File: src/rtl/tod_pkg.sv
package tod_pkg;
  localparam int unsigned WORD_W = 32;
  localparam int unsigned STEP_W = 2 * WORD_W;
  localparam logic [WORD_W-1:0] NS_PER_SEC = 32'd1_000_000_000;

  typedef enum logic [1:0] {
    SEL_FRAC = 2'd0,
    SEL_NS   = 2'd1,
    SEL_SEC  = 2'd2,
    SEL_TRIM = 2'd3
  } word_sel_e;
endpackage

File: src/rtl/tod_step_gen.sv
module tod_step_gen
  import tod_pkg::*;
#(
  parameter int unsigned NOM_NS   = 8,
  parameter int unsigned NOM_FRAC = 0
) (
  input  logic [WORD_W-1:0] trim,
  output logic [STEP_W-1:0] step
);
  localparam logic [STEP_W-1:0] NOMINAL =
    (STEP_W'(NOM_NS) << WORD_W) | STEP_W'(NOM_FRAC);

  logic [STEP_W-1:0] mag;
  assign mag = {{(STEP_W-WORD_W+1){1'b0}}, trim[WORD_W-2:0]};

  // sign bit set: slow down
  always_comb begin
    if (trim[WORD_W-1]) step = NOMINAL - mag;
    else                step = NOMINAL + mag;
  end
endmodule

File: src/rtl/tod_accum.sv
module tod_accum
  import tod_pkg::*;
(
  input  logic              clk,
  input  logic              rst_n,
  input  logic [STEP_W-1:0] step,
  input  logic              load,
  input  logic [WORD_W-1:0] load_sec,
  input  logic [WORD_W-1:0] load_ns,
  input  logic [WORD_W-1:0] load_frac,
  output logic [WORD_W-1:0] sec_q,
  output logic [WORD_W-1:0] ns_q,
  output logic [WORD_W-1:0] frac_q
);
  logic [STEP_W:0]   sum;
  logic [WORD_W:0]   ns_sum;
  logic              wrap;
  logic [WORD_W-1:0] ns_d;

  assign sum    = {1'b0, ns_q, frac_q} + {1'b0, step};
  assign ns_sum = sum[STEP_W:WORD_W];
  assign wrap   = ns_sum >= {1'b0, NS_PER_SEC};
  assign ns_d   = wrap ? (ns_sum[WORD_W-1:0] - NS_PER_SEC) : ns_sum[WORD_W-1:0];

  always_ff @(posedge clk) begin
    if (!rst_n) begin
      sec_q  <= '0;
      ns_q   <= '0;
      frac_q <= '0;
    end else if (load) begin
      sec_q  <= load_sec;
      ns_q   <= load_ns;
      frac_q <= load_frac;
    end else begin
      frac_q <= sum[WORD_W-1:0];
      ns_q   <= ns_d;
      if (wrap) sec_q <= sec_q + 1'b1;
    end
  end

  AST_NS_RANGE: assert property (@(posedge clk) disable iff (!rst_n)
    (!load && ns_q < NS_PER_SEC) |=> ns_q < NS_PER_SEC);
  AST_SEC_STEP: assert property (@(posedge clk) disable iff (!rst_n)
    !load |=> (sec_q == $past(sec_q) || sec_q == $past(sec_q) + 32'd1));
  AST_LOAD_LANDS: assert property (@(posedge clk) disable iff (!rst_n)
    load |=> (sec_q == $past(load_sec) && ns_q == $past(load_ns) && frac_q == $past(load_frac)));
endmodule

File: src/rtl/tod_regif.sv
module tod_regif
  import tod_pkg::*;
(
  input  logic              clk,
  input  logic              rst_n,
  input  logic              req_valid,
  output logic              req_ready,
  input  logic              req_write,
  input  logic [1:0]        req_addr,
  input  logic [WORD_W-1:0] req_wdata,
  output logic              rsp_valid,
  input  logic              rsp_ready,
  output logic [WORD_W-1:0] rsp_data,
  input  logic [WORD_W-1:0] live_sec,
  input  logic [WORD_W-1:0] live_ns,
  input  logic [WORD_W-1:0] live_frac,
  output logic [WORD_W-1:0] trim,
  output logic              load,
  output logic [WORD_W-1:0] load_sec,
  output logic [WORD_W-1:0] load_ns,
  output logic [WORD_W-1:0] load_frac
);
  logic              rsp_valid_q;
  logic [WORD_W-1:0] rsp_data_q;
  logic [WORD_W-1:0] snap_ns, snap_sec;
  logic [WORD_W-1:0] stage_ns, stage_frac;
  logic [WORD_W-1:0] trim_q;
  logic              accept, rd, wr;
  word_sel_e         sel;
  logic [WORD_W-1:0] rd_mux;

  assign sel       = word_sel_e'(req_addr);
  assign req_ready = !rsp_valid_q || rsp_ready;
  assign accept    = req_valid && req_ready;
  assign rd        = accept && !req_write;
  assign wr        = accept && req_write;

  always_comb begin
    unique case (sel)
      SEL_FRAC: rd_mux = live_frac;
      SEL_NS:   rd_mux = snap_ns;
      SEL_SEC:  rd_mux = snap_sec;
      default:  rd_mux = trim_q;
    endcase
  end

  always_ff @(posedge clk) begin
    if (!rst_n) begin
      rsp_valid_q <= 1'b0;
      rsp_data_q  <= '0;
      snap_ns     <= '0;
      snap_sec    <= '0;
      stage_ns    <= '0;
      stage_frac  <= '0;
      trim_q      <= '0;
    end else begin
      if (rd) begin
        rsp_valid_q <= 1'b1;
        rsp_data_q  <= rd_mux;
      end else if (rsp_ready) begin
        rsp_valid_q <= 1'b0;
      end
      if (rd && sel == SEL_FRAC) begin
        snap_ns  <= live_ns;
        snap_sec <= live_sec;
      end
      if (wr) begin
        unique case (sel)
          SEL_FRAC: stage_frac <= req_wdata;
          SEL_NS:   stage_ns   <= req_wdata;
          SEL_SEC:  stage_frac <= '0;
          default:  trim_q     <= req_wdata;
        endcase
      end
    end
  end

  assign rsp_valid = rsp_valid_q;
  assign rsp_data  = rsp_data_q;
  assign trim      = trim_q;
  assign load      = wr && sel == SEL_SEC;
  assign load_sec  = req_wdata;
  assign load_ns   = stage_ns;
  assign load_frac = stage_frac;

  AST_RSP_HOLD: assert property (@(posedge clk) disable iff (!rst_n)
    (rsp_valid && !rsp_ready) |=> (rsp_valid && $stable(rsp_data)));
  AST_WRITE_SILENT: assert property (@(posedge clk) disable iff (!rst_n)
    wr |=> !rsp_valid);
  AST_SNAP_HOLD: assert property (@(posedge clk) disable iff (!rst_n)
    !(rd && sel == SEL_FRAC) |=> ($stable(snap_ns) && $stable(snap_sec)));
endmodule

File: src/rtl/tod_counter.sv
module tod_counter
  import tod_pkg::*;
#(
  parameter int unsigned NOM_NS   = 8,
  parameter int unsigned NOM_FRAC = 0
) (
  input  logic        clk,
  input  logic        rst_n,
  input  logic        req_valid,
  output logic        req_ready,
  input  logic        req_write,
  input  logic [1:0]  req_addr,
  input  logic [31:0] req_wdata,
  output logic        rsp_valid,
  input  logic        rsp_ready,
  output logic [31:0] rsp_data
);
  logic [WORD_W-1:0] trim;
  logic [STEP_W-1:0] step;
  logic              load;
  logic [WORD_W-1:0] load_sec, load_ns, load_frac;
  logic [WORD_W-1:0] sec_q, ns_q, frac_q;

  tod_step_gen #(.NOM_NS(NOM_NS), .NOM_FRAC(NOM_FRAC)) u_step (
    .trim (trim),
    .step (step)
  );

  tod_accum u_accum (
    .clk       (clk),
    .rst_n     (rst_n),
    .step      (step),
    .load      (load),
    .load_sec  (load_sec),
    .load_ns   (load_ns),
    .load_frac (load_frac),
    .sec_q     (sec_q),
    .ns_q      (ns_q),
    .frac_q    (frac_q)
  );

  tod_regif u_regif (
    .clk       (clk),
    .rst_n     (rst_n),
    .req_valid (req_valid),
    .req_ready (req_ready),
    .req_write (req_write),
    .req_addr  (req_addr),
    .req_wdata (req_wdata),
    .rsp_valid (rsp_valid),
    .rsp_ready (rsp_ready),
    .rsp_data  (rsp_data),
    .live_sec  (sec_q),
    .live_ns   (ns_q),
    .live_frac (frac_q),
    .trim      (trim),
    .load      (load),
    .load_sec  (load_sec),
    .load_ns   (load_ns),
    .load_frac (load_frac)
  );
endmodule

File: config.mk
export PLATFORM = sky130hd
export DESIGN_NAME = tod_counter
export DESIGN_NICKNAME = d
export VERILOG_FILES = /design/src/rtl/tod_pkg.sv /design/src/rtl/tod_step_gen.sv /design/src/rtl/tod_accum.sv /design/src/rtl/tod_regif.sv /design/src/rtl/tod_counter.sv
export SDC_FILE = /design/constraint.sdc
export NUM_CORES = 1
export LEC_CHECK = 0
export BUFFER_PORTS_ARGS = -buffer_cell sky130_fd_sc_hd__buf_2
export CORE_MARGIN = 2
export CORE_UTILIZATION = 48
export DETAILED_ROUTE_END_ITERATION = 8
export PLACE_DENSITY_LB_ADDON = 0.15
export SYNTH_ARGS = -nofsm -noshare
export SYNTH_HDL_FRONTEND = slang
export SYNTH_SLANG_ARGS = --single-unit
File: constraint.sdc
create_clock -name clk -period 6.5 [get_ports clk]
set_input_delay 1.3 -clock clk [delete_from_list [all_inputs] [get_ports clk]]
set_output_delay 1.3 -clock clk [all_outputs]
set_load 0.005 [all_outputs]
==> results.md <==
- Compound-Gate Fraction of Synth Area: 0.200
- Final Max Tran Viols: 0
- Fin crit period: 6520 ps
- Worst rel slew slack: 0.315
- Root buf cell: clkbuf_16
- H-Tree Depth: 1
- Outcome: finished, violations left
- Vias post-DR: 15100
- Post-Synth Simple-Gate Area: 0.234
- Xor-xnor portion of the synthesized cell area: 0.0704
- Via/cell ratio: 5.99
- Vias in the first global route: 13800
- Worst R2R Start: u_regif.trim[8]
- Routed WL per cell: 21.1 um
- Main combinational cell family by area after synthesis: simple AND/OR/NAND/NOR gates
- Wirelength, routed: 53.2 mm
- Initial antenna violation count: 1
- Crit Path Class: register to register
- Ant diodes: 0
- Final design area excluding fillers: 0.0182 mm^2
- Async S/R FF share, synth: 0
- Min-delay src: u_regif.rsp_data[28]
- Setup Viol. Count Final: 1
- CP Launch Type: register
- Logic pwr share: 0.214
- Crit path largest cell delay: 550 ps
- Core ar.: 0.0316 mm^2
- Hold crit path type: register to register
- I/O pin count: 73
- Leakage: 6.61 nW
- Clk_skew: 11.3 ps
- Post-Synthesis Cells: 1999
- Clk sinks: 289
- Post-route DRC: 0
- CP cell instances: or4_4 > nor4_4 > nand3_1 > or2_4 > or3_4 > or2_4 > o31a_1 > ha_1 > nand4_1 > or3_4 > or4b_4 > a211oi_2 > buf_4 > o31ai_4 > xor2_2 > nor4b_2 > o2111ai_2 > nor4_2 > buf_4 > o211ai_4 > a21oi_4 > nand3_4 > or4_4 > a31oi_1
- Die width: 183 um
- Sequential fraction of the synthesis area: 0.375
- Adder-Cell Fraction of Synth Area: 0.0329
- First-pass GRT wire length: 81.6 mm
- Reg clk slew, reported paths: 60 ps
- Count of cell types in the netlist: 77
- Initial Utilization: 0.488
- Power Internal: 3.42 mW
- Setup WS post-layout: -16.7 ps
- Clk_lat worst skew: 570 ps
- Layout cells sized above 1: 0.173
- Sequential Power Share: 0.408
- Max Freq: 0.153 GHz
- Final period util: 1.00
- Max cap viols: 0
- Grt ovf: 0
- Setup crit end kind: register
- Critical path's slowest cell: or4_4
- Worst vdd ir: 0.000230 V
- Syn avg cell area: 7.72 um^2
- Sw frac: 0.294
- CTS Buf Count: 31
- Setup TNS: -16.7 ps
- FF+latch count, synth: 289
- Required time of the worst setup path: 7000 ps
- Power per cell area: 266 mW/mm^2
- Mux contribution to synthesized area: 0.0473
- Top delay family on crit path: simple AND/OR/NAND/NOR gates
- Dpl hpwl: 38.5 mm
- Worst path bufs/invs: 2
- Most frequent cells in the layout: nand2_1 (489), dfxtp_1 (288), a21oi_1 (285), buf_4 (125), nor2_1 (118)
- Post-CTS Hold Fix Bufs: 0
- Layout Nets: 2179
- Failing checks: setup timing
- Mapped Area: 0.0154 mm^2
- Tightest Pin Transition: 1030 ps
- EDFF count, synth: 0
- Antenna-violating nets left: 0
- Drt initial violations: 1538
- RSZ-0062 raised after global routing: true
- P_sw: 1.42 mW
- Clock Power Share: 0.379
- Ys Warns: 0
- Synthesized Nets: 2078
- Initial DRT Pass Iterations: 6
- Die height: 183 um
- Std-Cell Rows: 65
- Commonest non-fill, non-tap cell in the layout: nand2_1
- Clk buf depth: 3
- CTS tree: built
- Pin count of the biggest net entering global routing: 94
- Worst setup path start: u_regif.trim[8]
- CP arrival: 7020 ps
- Total track usage: 0.310
- Crit-path max FO: 7
- Ys flop type: dfxtp_1
- Utilization after layout: 0.577
- Placed cell areas: 0.0167 mm^2
- P&R area growth vs syn: 18.2%
- Final-report hold violation count: 0
- Routability cong.: 0.943
- Die ar.: 0.0336 mm^2
- PortBufs: 72
- Fill cells: 3030
==> repair_timing <==
| item | 4_1_cts | 5_1_grt |
|---|---|---|
| endpoints found under the setup margin | 55 | 55 |
| cloned | 0 | 1 |
| resized for setup | 16 | 52 |
| pin swaps | 12 | 38 |
| buffers inserted | 2 | 10 |
==> stage by stage <==
stage	hold slack (ps)	worst slack, ps	power [mW]	std cells
after floorplan	432	14.9	2.52	1999
after global placement	438	-255	2.89	2456
after detailed placement	443	-207	2.89	2456
after CTS	451	26.2	4.72	2514
after global routing	469	-151	5.03	2525
final	449	-16.7	4.85	2525
==> logic make-up after synthesis <==
logic type,Yosys count
AND/OR/NAND/NOR,826
AO/OA/AOI/OAI,527
buffers and inverters,160
XOR/XNOR,124
flip-flops,289
multiplexers,33
adder cells (fa/ha/maj),40
==> path summary, 6_finish.rpt <==
kind | slack (ps) | depth (start not counted) | end
max reg2reg | -20 | 24 | u_accum.sec_q[30]
min reg2reg | 450 | 2 | u_regif.rsp_data[28]
max | -20 | 24 | u_accum.sec_q[30]
min | 450 | 2 | u_regif.rsp_data[28]
==> flip-flops by register name (all words and copies together), names as in the netlist <==
register / count
u_regif.rsp_data: 32
u_regif.trim: 32
u_accum.frac_q: 32
u_accum.sec_q: 32
u_regif.snap_sec: 32
u_regif.load_frac: 32
u_accum.ns_q: 32
u_regif.load_ns: 32
u_regif.snap_ns: 32
u_regif.rsp_valid: 1
==> cells in the mapped netlist, types with 8 or more instances <==
master | n | area [um^2]
a211oi_1 | 18 | 135
a21o_1 | 9 | 67.6
a21oi_1 | 289 | 1450
a22oi_1 | 34 | 255
a31oi_1 | 13 | 81.3
and3_1 | 19 | 119
buf_1 | 10 | 37.5
buf_2 | 12 | 60.1
clkbuf_1 | 112 | 420
dfxtp_1 | 289 | 5790
ha_1 | 39 | 488
inv_1 | 23 | 86.3
mux4_2 | 32 | 721
nand2_1 | 492 | 1850
nand3_1 | 48 | 240
nand4_1 | 38 | 238
nor2_1 | 123 | 462
nor3_1 | 25 | 125
nor4_1 | 9 | 56.3
o211ai_1 | 8 | 60.1
o21ai_0 | 79 | 395
o21ai_1 | 12 | 60.1
o31ai_1 | 10 | 75.1
o41ai_1 | 9 | 78.8
or2_2 | 8 | 50.1
or3_1 | 19 | 119
xnor2_1 | 85 | 744
xor2_1 | 39 | 342
==> power by group through the flow <==
stage | clock network [mW] | logic (mW) | registers, mW
CTS | 1.85 | 0.906 | 1.97
finish | 1.84 | 1.03 | 1.98
global route | 1.93 | 1.12 | 1.98
detailed placement | 0 | 0.882 | 2.00
global placement | 0 | 0.883 | 2.01
floorplan | 0 | 0.574 | 1.95
==> routing by layer <==
| layer | GRT usage | part of all wire |
|---|---|---|
| met5 | 0 | 0 |
| met4 | 0.0554 | 0.014 |
| met3 | 0.0473 | 0.087 |
| met2 | 0.456 | 0.43 |
| met1 | 0.482 | 0.47 |
==> tightest hold or removal path, stage by stage, from the launching register on <==
cell and delay [ps]:
dfxtp_1 310, nand2_1 50, a21oi_1 50
==> area by class of cell <==
class,count,area (um^2),area share
Clock buffer,48,930,0.0510
Clock inverter,8,130,0.00713
Inverter,23,93.8,0.00515
Multi-Input combinational cell,1550,9390,0.515
Sequential cell,289,5790,0.317
Tap cell,402,503,0.0276
Timing Repair Buffer,205,1400,0.0768
Note: power is estimated with default switching activity, not from simulation.
